--- src/rtl/lsp_pkg.sv ---
package lsp_pkg;

    localparam int LBL_W     = 16;
    localparam int QOS_W     = 2;
    localparam int HOP_W     = 3;
    localparam int ADDR_W    = 10;
    localparam int NUM_OUT   = 4;
    localparam int OUT_IDX_W = $clog2(NUM_OUT);
    localparam int PORT_W    = $clog2(NUM_OUT + 1);
    localparam logic [PORT_W-1:0] DISCARD_PORT = PORT_W'(NUM_OUT);

    // field order follows transmission order, marker first
    typedef struct packed {
        logic              mark;
        logic [QOS_W-1:0]  qos;
        logic [HOP_W-1:0]  hops;
        logic [ADDR_W-1:0] addr;
    } hdr_t;

    typedef struct packed {
        logic                 vld;
        logic [ADDR_W-1:0]    key;
        logic [ADDR_W-1:0]    repl;
        logic [OUT_IDX_W-1:0] port;
    } fwd_entry_t;

    typedef struct packed {
        logic              hit;
        logic [ADDR_W-1:0] repl;
        logic [OUT_IDX_W-1:0] port;
    } lookup_t;

    function automatic logic hdr_bad(hdr_t h, logic hit);
        return (!h.mark) || (h.hops == '0) || (!hit);
    endfunction

    function automatic hdr_t hdr_rewrite(hdr_t h, logic [ADDR_W-1:0] repl);
        hdr_t r;
        r      = h;
        r.hops = HOP_W'(h.hops - HOP_W'(1));
        r.addr = repl;
        return r;
    endfunction

endpackage

--- src/rtl/lsp_deser.sv ---
module lsp_deser
    import lsp_pkg::*;
#(
    parameter int NBITS = LBL_W
) (
    input  logic             clk,
    input  logic             rst,
    input  logic             start,
    input  logic             din,
    output logic [NBITS-1:0] word,
    output logic             done
);
    localparam int CNT_W = $clog2(NBITS);
    localparam logic [CNT_W-1:0] LAST = CNT_W'(NBITS - 1);

    logic [CNT_W-1:0] cnt;
    logic             busy;

    always_ff @(posedge clk) begin
        if (rst) begin
            word <= '0;
            cnt  <= '0;
            busy <= 1'b0;
            done <= 1'b0;
        end else begin
            done <= 1'b0;
            if (start) begin
                word <= {{(NBITS-1){1'b0}}, din};
                cnt  <= CNT_W'(1);
                busy <= 1'b1;
            end else if (busy) begin
                word <= {word[NBITS-2:0], din};
                if (cnt == LAST) begin
                    busy <= 1'b0;
                    done <= 1'b1;
                end else begin
                    cnt <= cnt + CNT_W'(1);
                end
            end
        end
    end


    done_pulse_chk: assert property (@(posedge clk) disable iff (rst)
        done |=> !done);


    restart_nodone_chk: assert property (@(posedge clk) disable iff (rst)
        start |=> !done);

endmodule

--- src/rtl/lsp_fwd_table.sv ---
module lsp_fwd_table
    import lsp_pkg::*;
#(
    parameter int DEPTH = 8
) (
    input  logic                      clk,
    input  logic                      rst,
    input  logic                      wr_en,
    input  logic [$clog2(DEPTH)-1:0]  wr_idx,
    input  fwd_entry_t                wr_entry,
    input  logic [ADDR_W-1:0]         key,
    output lookup_t                   result
);
    localparam int IDX_W = $clog2(DEPTH);

    fwd_entry_t       ent [DEPTH];
    logic [DEPTH-1:0] match;

    genvar g;
    generate
        for (g = 0; g < DEPTH; g++) begin : g_ent
            always_ff @(posedge clk) begin
                if (rst) begin
                    ent[g] <= '0;
                end else if (wr_en && wr_idx == IDX_W'(g)) begin
                    ent[g] <= wr_entry;
                end
            end
            assign match[g] = ent[g].vld && (ent[g].key == key);
        end
    endgenerate

    // lowest index has priority: scan downward so it is assigned last
    always_comb begin
        result = '0;
        for (int i = DEPTH - 1; i >= 0; i--) begin
            if (match[i]) begin
                result.hit  = 1'b1;
                result.repl = ent[i].repl;
                result.port = ent[i].port;
            end
        end
    end


    write_then_hit_chk: assert property (@(posedge clk) disable iff (rst)
        ($past(wr_en && wr_entry.vld) && key == $past(wr_entry.key)) |-> result.hit);

endmodule

--- src/rtl/lsp_serializer.sv ---
module lsp_serializer
    import lsp_pkg::*;
#(
    parameter int NBITS = LBL_W,
    parameter int GAP_W = 8
) (
    input  logic             clk,
    input  logic             rst,
    input  logic             load,
    input  logic [NBITS-1:0] word,
    input  logic [GAP_W-1:0] gap,
    output logic             out_bit,
    output logic             out_valid,
    output logic             out_start
);
    localparam int CNT_W = $clog2(NBITS);
    localparam logic [CNT_W-1:0] LAST = CNT_W'(NBITS - 1);

    typedef enum logic [1:0] {S_IDLE, S_WAIT, S_SHIFT} ser_state_t;

    ser_state_t       state;
    logic [NBITS-1:0] sreg;
    logic [GAP_W-1:0] wait_cnt;
    logic [CNT_W-1:0] idx;

    always_ff @(posedge clk) begin
        if (rst) begin
            state    <= S_IDLE;
            sreg     <= '0;
            wait_cnt <= '0;
            idx      <= '0;
        end else if (load) begin
            sreg     <= word;
            idx      <= '0;
            wait_cnt <= gap - GAP_W'(1);
            state    <= (gap == '0) ? S_SHIFT : S_WAIT;
        end else begin
            unique case (state)
                S_WAIT: begin
                    if (wait_cnt == '0) state <= S_SHIFT;
                    else                wait_cnt <= wait_cnt - GAP_W'(1);
                end
                S_SHIFT: begin
                    sreg <= {sreg[NBITS-2:0], 1'b0};
                    idx  <= idx + CNT_W'(1);
                    if (idx == LAST) state <= S_IDLE;
                end
                default: ;
            endcase
        end
    end

    assign out_valid = (state == S_SHIFT);
    assign out_start = out_valid && (idx == '0);
    assign out_bit   = out_valid && sreg[NBITS-1];


    first_bit_flag_chk: assert property (@(posedge clk) disable iff (rst)
        $rose(out_valid) |-> out_start);


    quiet_line_chk: assert property (@(posedge clk) disable iff (rst)
        !out_valid |-> !out_bit && !out_start);

endmodule

--- src/rtl/label_swap_top.sv ---
module label_swap_top
    import lsp_pkg::*;
#(
    parameter int TBL_DEPTH = 8,
    parameter int GAP_W     = 8
) (
    input  logic                         clk,
    input  logic                         rst,
    input  logic                         lbl_start,
    input  logic                         lbl_bit,
    input  logic                         tbl_wr_en,
    input  logic [$clog2(TBL_DEPTH)-1:0] tbl_wr_idx,
    input  logic                         tbl_wr_vld,
    input  logic [9:0]                   tbl_wr_key,
    input  logic [9:0]                   tbl_wr_addr,
    input  logic [1:0]                   tbl_wr_port,
    input  logic                         test_mode,
    input  logic [GAP_W-1:0]             launch_gap,
    output logic                         sched_req,
    output logic [2:0]                   sched_port,
    output logic [1:0]                   sched_qos,
    input  logic                         sched_gnt,
    output logic                         out_bit,
    output logic                         out_valid,
    output logic                         out_start
);
    logic [LBL_W-1:0] cap_word;
    logic             cap_done;
    hdr_t             cap_hdr;
    lookup_t          look;
    fwd_entry_t       wr_entry;
    logic             bad;
    hdr_t             new_hdr;
    logic [PORT_W-1:0] new_port;

    lsp_deser #(.NBITS(LBL_W)) deser_i (
        .clk  (clk),
        .rst  (rst),
        .start(lbl_start),
        .din  (lbl_bit),
        .word (cap_word),
        .done (cap_done)
    );

    assign cap_hdr  = hdr_t'(cap_word);
    assign wr_entry = '{vld: tbl_wr_vld, key: tbl_wr_key,
                        repl: tbl_wr_addr, port: tbl_wr_port};

    lsp_fwd_table #(.DEPTH(TBL_DEPTH)) table_i (
        .clk     (clk),
        .rst     (rst),
        .wr_en   (tbl_wr_en),
        .wr_idx  (tbl_wr_idx),
        .wr_entry(wr_entry),
        .key     (cap_hdr.addr),
        .result  (look)
    );

    always_comb begin
        bad      = hdr_bad(cap_hdr, look.hit);
        new_port = bad ? DISCARD_PORT : PORT_W'(look.port);
        new_hdr  = (bad || test_mode) ? cap_hdr : hdr_rewrite(cap_hdr, look.repl);
    end

    always_ff @(posedge clk) begin
        if (rst) begin
            sched_req  <= 1'b0;
            sched_port <= '0;
            sched_qos  <= '0;
        end else if (cap_done) begin
            sched_req  <= 1'b1;
            sched_port <= new_port;
            sched_qos  <= cap_hdr.qos;
        end else if (sched_req && sched_gnt) begin
            sched_req  <= 1'b0;
        end
    end

    lsp_serializer #(.NBITS(LBL_W), .GAP_W(GAP_W)) ser_i (
        .clk      (clk),
        .rst      (rst),
        .load     (cap_done),
        .word     (LBL_W'(new_hdr)),
        .gap      (launch_gap),
        .out_bit  (out_bit),
        .out_valid(out_valid),
        .out_start(out_start)
    );


    req_hold_chk: assert property (@(posedge clk) disable iff (rst)
        (sched_req && !sched_gnt && !cap_done) |=>
            sched_req && $stable(sched_port) && $stable(sched_qos));


    req_release_chk: assert property (@(posedge clk) disable iff (rst)
        (sched_req && sched_gnt && !cap_done) |=> !sched_req);


    marker_discard_chk: assert property (@(posedge clk) disable iff (rst)
        (cap_done && !cap_hdr.mark) |=> sched_port == DISCARD_PORT);


    hops_discard_chk: assert property (@(posedge clk) disable iff (rst)
        (cap_done && cap_hdr.hops == '0) |=> sched_port == DISCARD_PORT);

endmodule

--- config.mk ---
export PLATFORM = sky130hd
export DESIGN_NAME = label_swap_top
export DESIGN_NICKNAME = d
export VERILOG_FILES = /design/src/rtl/lsp_pkg.sv /design/src/rtl/lsp_deser.sv /design/src/rtl/lsp_fwd_table.sv /design/src/rtl/lsp_serializer.sv /design/src/rtl/label_swap_top.sv
export SDC_FILE = /design/constraint.sdc
export NUM_CORES = 1
export LEC_CHECK = 0
export CELL_PAD_IN_SITES_DETAIL_PLACEMENT = 0
export CELL_PAD_IN_SITES_GLOBAL_PLACEMENT = 1
export CORE_ASPECT_RATIO = 0.75
export CORE_MARGIN = 5
export CORE_UTILIZATION = 45
export CTS_BUF_LIST = sky130_fd_sc_hd__clkbuf_8 sky130_fd_sc_hd__clkbuf_16
export DETAILED_ROUTE_END_ITERATION = 10
export MAX_ROUTING_LAYER = met4
export PLACE_DENSITY = 0.79
export SLEW_MARGIN = 40
export SYNTH_ARGS = -nofsm -noshare
export SYNTH_HDL_FRONTEND = slang
export SYNTH_SLANG_ARGS = --single-unit
export TNS_END_PERCENT = 10
--- constraint.sdc ---
create_clock -name clk -period 3.48 [get_ports clk]
set_input_delay 1.044 -clock clk [delete_from_list [all_inputs] [get_ports clk]]
set_output_delay 1.044 -clock clk [all_outputs]
set_load 0.1 [all_outputs]
==> Yosys cells after proc, flatten, opt, wreduce, memory -nomap -nowiden <==
Memories as Yosys holds them, arrays and structs flattened.
Index checks and enable logic that the tools add are counted.
{ "classes": {"bitwise": 10, "n_eq_ne": 23, "mux": 65, "addsub": 5, "n_reduce_logical": 41} }
{ "ops": {"columns": ["operator", "n"], "rows": [
  ["23-bit two-way mux", 8],
  ["13-bit two-way mux", 9],
  ["10-bit equality test", 8],
  ["1-bit two-way mux", 37],
  ["16-bit two-way mux", 2],
  ["8-bit two-way mux", 3],
  ["1-bit logical AND", 19],
  ["8-bit logical NOT", 2],
  ["8-bit by 1-bit subtractor with 8-bit output (second input constant)", 2],
  ["3-bit equality test (second input constant)", 4],
  ["4-bit by 1-bit adder with 4-bit output (second input constant)", 2],
  ["4-bit equality test (second input constant)", 2],
  ["2-bit two-way mux", 4],
  ["1-bit OR", 8],
  ["2-bit nonzero test", 4],
  ["3-bit by 2-bit equality test with 1-bit output (second input constant)", 2],
  ["3-bit logical NOT", 2],
  ["2-bit AND reduction", 3],
  ["4-bit logical NOT", 1],
  ["2-bit inequality test (second input constant)", 2],
  ["2-bit case mux with 2 select lines", 1],
  ["2-bit OR reduction", 2],
  ["3-bit by 1-bit equality test with 1-bit output (second input constant)", 1],
  ["1-bit logical OR", 3],
  ["other kinds (11)", 13]
]} }
{ "word_totals": {"input_bits": 41, "memories": 1, "elab_cells": 158, "ramBits": 184, "out_inout_bits": 9, "regBits": 58} }
{ "memory_table": {"columns": ["name", "words", "word_bits", "read_ports", "rd_ports_with_merged_regs", "wr", "line", "source"], "rows": [
  ["table_i.ent", 8, 23, 8, 0, 8, "lsp_fwd_table.sv:16", "fwd_entry_t ent [DEPTH];"]
]} }

==> Logic depth before layout (Yosys ltp) <==
An unclocked memory read counts as a cell.
{ "depth": {"depth_word": 16, "mapped_depth": 10, "depth_no_buf": 9} }

==> Hierarchy <==
Synthesis repeated with hierarchy kept, for this count alone.
{ "unflattened": {"hier_cells": 1047, "hier_area_um2": 11745.0} }
{ "modules_own_cells": {"columns": ["module", "seq_area_each_um2", "instances", "cells_each", "area_per_inst_um2"], "rows": [
  ["lsp_fwd_table", 5525.3, 1, 706, 8873.5],
  ["lsp_serializer", 600.6, 1, 211, 1584.0],
  ["lsp_deser", 440.4, 1, 83, 820.8],
  ["label_swap_top", 120.1, 1, 47, 466.7]
]} }

==> Worst setup path after synthesis <==
Ideal clock, no wire load.
{ "synth_path": {"path_type": "reg-to-output", "start": "register ser_i.state[0]", "end": "output out_start", "arrival_time_ns": 3.819, "t_required_ns": 2.436, "n_path_buf": 1, "setup_slack_ns": -1.383, "stages_incl_launch_ff": 5, "path_cell_list": "dfxtp_1 > inv_1 > nand2_1 > clkbuf_1 > nor4b_1"} }
{ "synth_via": {"elab_chain_len": 2} }
{ "synth_rtl": {"columns": ["item", "line", "source"], "rows": [
  ["from (decl)", "lsp_serializer.sv:21", "ser_state_t state;"],
  ["from (signal assigned)", "lsp_serializer.sv:36", "state <= (gap == '0) ? S_SHIFT : S_WAIT;"],
  ["2-bit equality test", "lsp_serializer.sv:53", "assign out_valid = (state == S_SHIFT);"],
  ["1-bit logical AND", "lsp_serializer.sv:54", "assign out_start = out_valid && (idx == '0);"],
  ["to (decl)", "label_swap_top.sv:25", "output logic out_start"]
]} }
Every way passes these cells.

==> Worst setup path after layout <==
{ "layout_path": {"start": "register deser_i.word[9]", "end": "register ser_i.sreg[11]"} }
{ "layout_via": {"elab_chain_len": 15, "elab_cells_between_ends": 29, "classes_between": "eq/ne (8); mux (10); reduce/logical (11)"} }
{ "layout_rtl": {"columns": ["item", "line", "source"], "rows": [
  ["from (decl)", "lsp_deser.sv:10", "output logic [NBITS-1:0] word,"],
  ["from (signal assigned)", "lsp_deser.sv:28", "word <= {{(NBITS-1){1'b0}}, din};"],
  ["from (signal assigned)", "lsp_deser.sv:32", "word <= {word[NBITS-2:0], din};"],
  ["10-bit equality test", "lsp_fwd_table.sv:29", "assign match[g] = ent[g].vld && (ent[g].key == key);"],
  ["1-bit logical AND", "lsp_fwd_table.sv:29", null],
  ["13-bit two-way mux (7 in a row)", "lsp_fwd_table.sv:37", "if (match[i]) begin"],
  ["13-bit two-way mux (*)", "lsp_fwd_table.sv:37", null],
  ["1-bit logical NOT (*)", "lsp_pkg.sv:34", "return (!h.mark) || (h.hops == '0) || (!hit);"],
  ["1-bit logical OR (*)", "lsp_pkg.sv:34", null],
  ["1-bit logical OR (*)", "label_swap_top.sv:62", "new_hdr = (bad || test_mode) ? cap_hdr : hdr_rewrite(cap_hdr, look.repl);"],
  ["13-bit two-way mux (*)", "label_swap_top.sv:62", null],
  ["16-bit two-way mux (*)", "lsp_serializer.sv:32", "end else if (load) begin"],
  ["to (signal assigned)", "lsp_serializer.sv:33", "sreg <= word;"],
  ["to (signal assigned)", "lsp_serializer.sv:44", "sreg <= {sreg[NBITS-2:0], 1'b0};"],
  ["to (decl)", "lsp_serializer.sv:22", "logic [NBITS-1:0] sreg;"]
]} }
Every way passes the cells marked *; elsewhere a longest branch is shown, timed or not.
A chain may end at the register's enable or synchronous reset.

==> flow_summary.toml <==
[outcome]
run_status = "finished, final reports clean"

[sta]
setup_viol = 0
period_share = 0.911
final.setup.tns_ns = 0
hold_viol = 0
final.setup.worst_slack_ns = 0.311
maxSlewHeadroom = 0.465
max_freq_mhz = 316
worst_pin_slew_ns = 0.802
rsz0062_at_grt = "no"
fin_hold_ws_ns = 0.472
finClkSkew_ns = 0.0225
min_period_ns = 3.17
maxSlewViolCount = 0

[worst_setup_path]
ff2ff_path_depth = 9
cp_max_fo = 10
cp-endpoint = "ser_i.sreg[11]"
critPathLaunch = "deser_i.word[9]"
crit_path_end_kind = "register"
crit_required_ns = 3.89
r2r-start = "deser_i.word[9]"
worst-r2r-setup-slack_ns = 0.31
critPathArrivalTime_ns = 3.58
worst_setup_path_start_kind = "register"
reg2reg_to = "ser_i.sreg[11]"
worst-setup-path-type = "register to register"

[clock_tree]
post_cts_buffers = 0
cts_buffers = 26
cts-hold-fix-buffers = 0
clk_latency_ns = 0.54
root_buffer = "clkbuf_16"
clk_path_buf_depth = 3
cts_tree = "yes"
ctsHtreeMaxLevel = 1
cts_sinks = 242
cts.reportedPaths.clkPinSlew_ns = 0.06
cts-resized-gates = 0

[route]
via_per_inst = 5.48
drt_iter0_markers = 729
postRouteAntennaNets = 0
vias = 8158
wl_per_cell_um = 20.0
finalWirelength_um = 29900
drc = 0
drtPass1Iterations = 5

[grt]
grt_pass1_wl_um = 46000
grt-ovfl-total = 0
grt_max_degree = 38
grt_pass1_vias = 7875
globalRouteTotalUtil = 0.206
antenna_found_initial = 0

[layout]
fin_area_um2 = 13700
syn_to_final_growth_pct = 15.9
final.fill_count = 2284
drive_gt1_frac = 0.113
nets = 1175
final_core_util = 0.529
n_antenna_cell = 0

[synthesis]
synth_nets = 1104
synth.yosys.seq_area_share = 0.564
synth_area_um2 = 11900
synth_edf_count = 184
synth_mux_area_frac = 0.0212
ys_types = 65
synth_xor_area_frac = 0.0743
ys_async_sr_fraction = 0
synth_top_cell_by_area = "edfxtp_1"
synth.avg_cell_area_um2 = 11.2
synthTopCellsByCount = "and2_1 (187), edfxtp_1 (184), xnor2_1 (77)"
synth_top_area_frac = 0.466
synth.area.top_cells = "edfxtp_1 (47%), and2_1 (9.9%), dfxtp_1 (9.8%), xnor2_1 (5.7%), nor2_1 (2.2%)"
ys_ff_latch = 242
ys_warn_count = 0
syn_inst = 1057
yosysMostFrequentCell = "and2_1"
synth-adder-area-share = 0.00633
synth_top_family_by_area = "simple AND/OR/NAND/NOR gates"
synth-simple-area-share = 0.212
ys.flop_type = "edfxtp_1"
synth_compound_area_frac = 0.0881

[power]
cellLeakagePower_uw = 0.00489
p_per_area_nw_per_um2 = 452
ir_drop_uv = 307

[place]
port_buffers = 49
dp_slack_ns = 0.248
placed_area_um2 = 13000
dpl.hpwl_um = 20800
place.gp.congestion = 0.876

[floorplanning]
io_pins = 50
die_area_um2 = 29700
core_area_um2 = 26000
rows = 51
die_w_um = 197
start_util = 0.457
chipHeight_um = 151

[min_path]
hold_path_class = "register to register"

[flow_run]
maxCapViolCount = 0
-- layout by cell type (no fill, tap or decap), drive strengths merged, types with 5 or more instances in the layout --
cell type and count:
clkbuf 27, clkdlybuf4s50 40, nand3 25, a211oi 17
or3 12, nand2 65, dfxtp 58, buf 66
a221oi 5, nand2b 10, nor3 27, o22ai 5
edfxtp 184, o211a 5, mux2i 24, xor2 18
and4 6, clkinv 7, xnor2 80, o21a 6
a21oi 31, nand4 30, and2 187, nor4 6
nor2 68, o21ai 37, ha 6, and3 8
a31oi 7, inv 29, o31ai 9
-- where the power goes --
group	switching (uW)	internal, uW
clock	1110	1440
combinational	207	141
sequential	57.6	3250
total	1380	4840
-- state kept, by name, summed over array words and instances, names as in the netlist --
signal,flops
deser_i.cnt,4
sched_qos,2
sched_req,1
ser_i.wait_cnt,8
deser_i.done,1
ser_i.idx,4
table_i.ent,184
ser_i.state,2
deser_i.word,16
ser_i.sreg,16
deser_i.busy,1
sched_port,3
-- metal layers --
| metal | global-route usage | wire length (um) | vias to the layer above |
|---|---|---|---|
| met5 | - | 0 | - |
| met4 | 0.0423 | 589 | 0 |
| met3 | 0.0441 | 2440 | 36 |
| met2 | 0.293 | 12400 | 280 |
| met1 | 0.306 | 14400 | 3923 |
| li1 | - | - | 3919 |
-- worst min-delay path by stage --
stage                endpoint  slack (ns)  depth (start not counted)           start
3_5_place_dp        sched_req        0.47                          2       sched_req
6_report            sched_req        0.47                          2       sched_req
5_1_grt             sched_req        0.51                          2       sched_req
2_1_floorplan  ser_i.state[0]        0.46                          2  ser_i.state[0]
4_1_cts             sched_req        0.48                          2       sched_req
3_3_place_gp        sched_req        0.46                          2       sched_req
-- worst max-delay path: stages, from the launching register on --
cell	delay, ns
dfxtp_1	0.77
buf_4	0.26
xnor2_2	0.06
nand3_1	0.10
or3_1	0.38
nand4_1	0.33
o31ai_2	0.57
buf_4	0.26
nor3_1	0.06
a311o_1	0.25
-- final cells by class --
| class | count | area [um^2] | share of cell area |
|---|---|---|---|
| tap | 344 | 430 | 0.0313 |
| sequential | 242 | 6690 | 0.487 |
| multi-input combinational | 733 | 4840 | 0.352 |
| clock inverter | 18 | 114 | 0.00829 |
| timing repair buffer | 106 | 933 | 0.0679 |
| inverter | 19 | 71.3 | 0.00519 |
| clock buffer | 27 | 664 | 0.0484 |
-- kinds of logic after synthesis --
| group | Yosys count |
|---|---|
| buf+inv | 82 |
| mux | 25 |
| simple gates | 451 |
| fa+ha+maj | 6 |
| flops | 242 |
| compound gates | 153 |
| xor+xnor | 98 |
-- through the flow --
step                instances  total power (uW)
finish                   1489              6220
global route             1489              6410
CTS                      1489              6260
detailed placement       1444              3720
global placement         1444              3710
floorplan                1057              3540
Power figures use the tool's default switching activity.
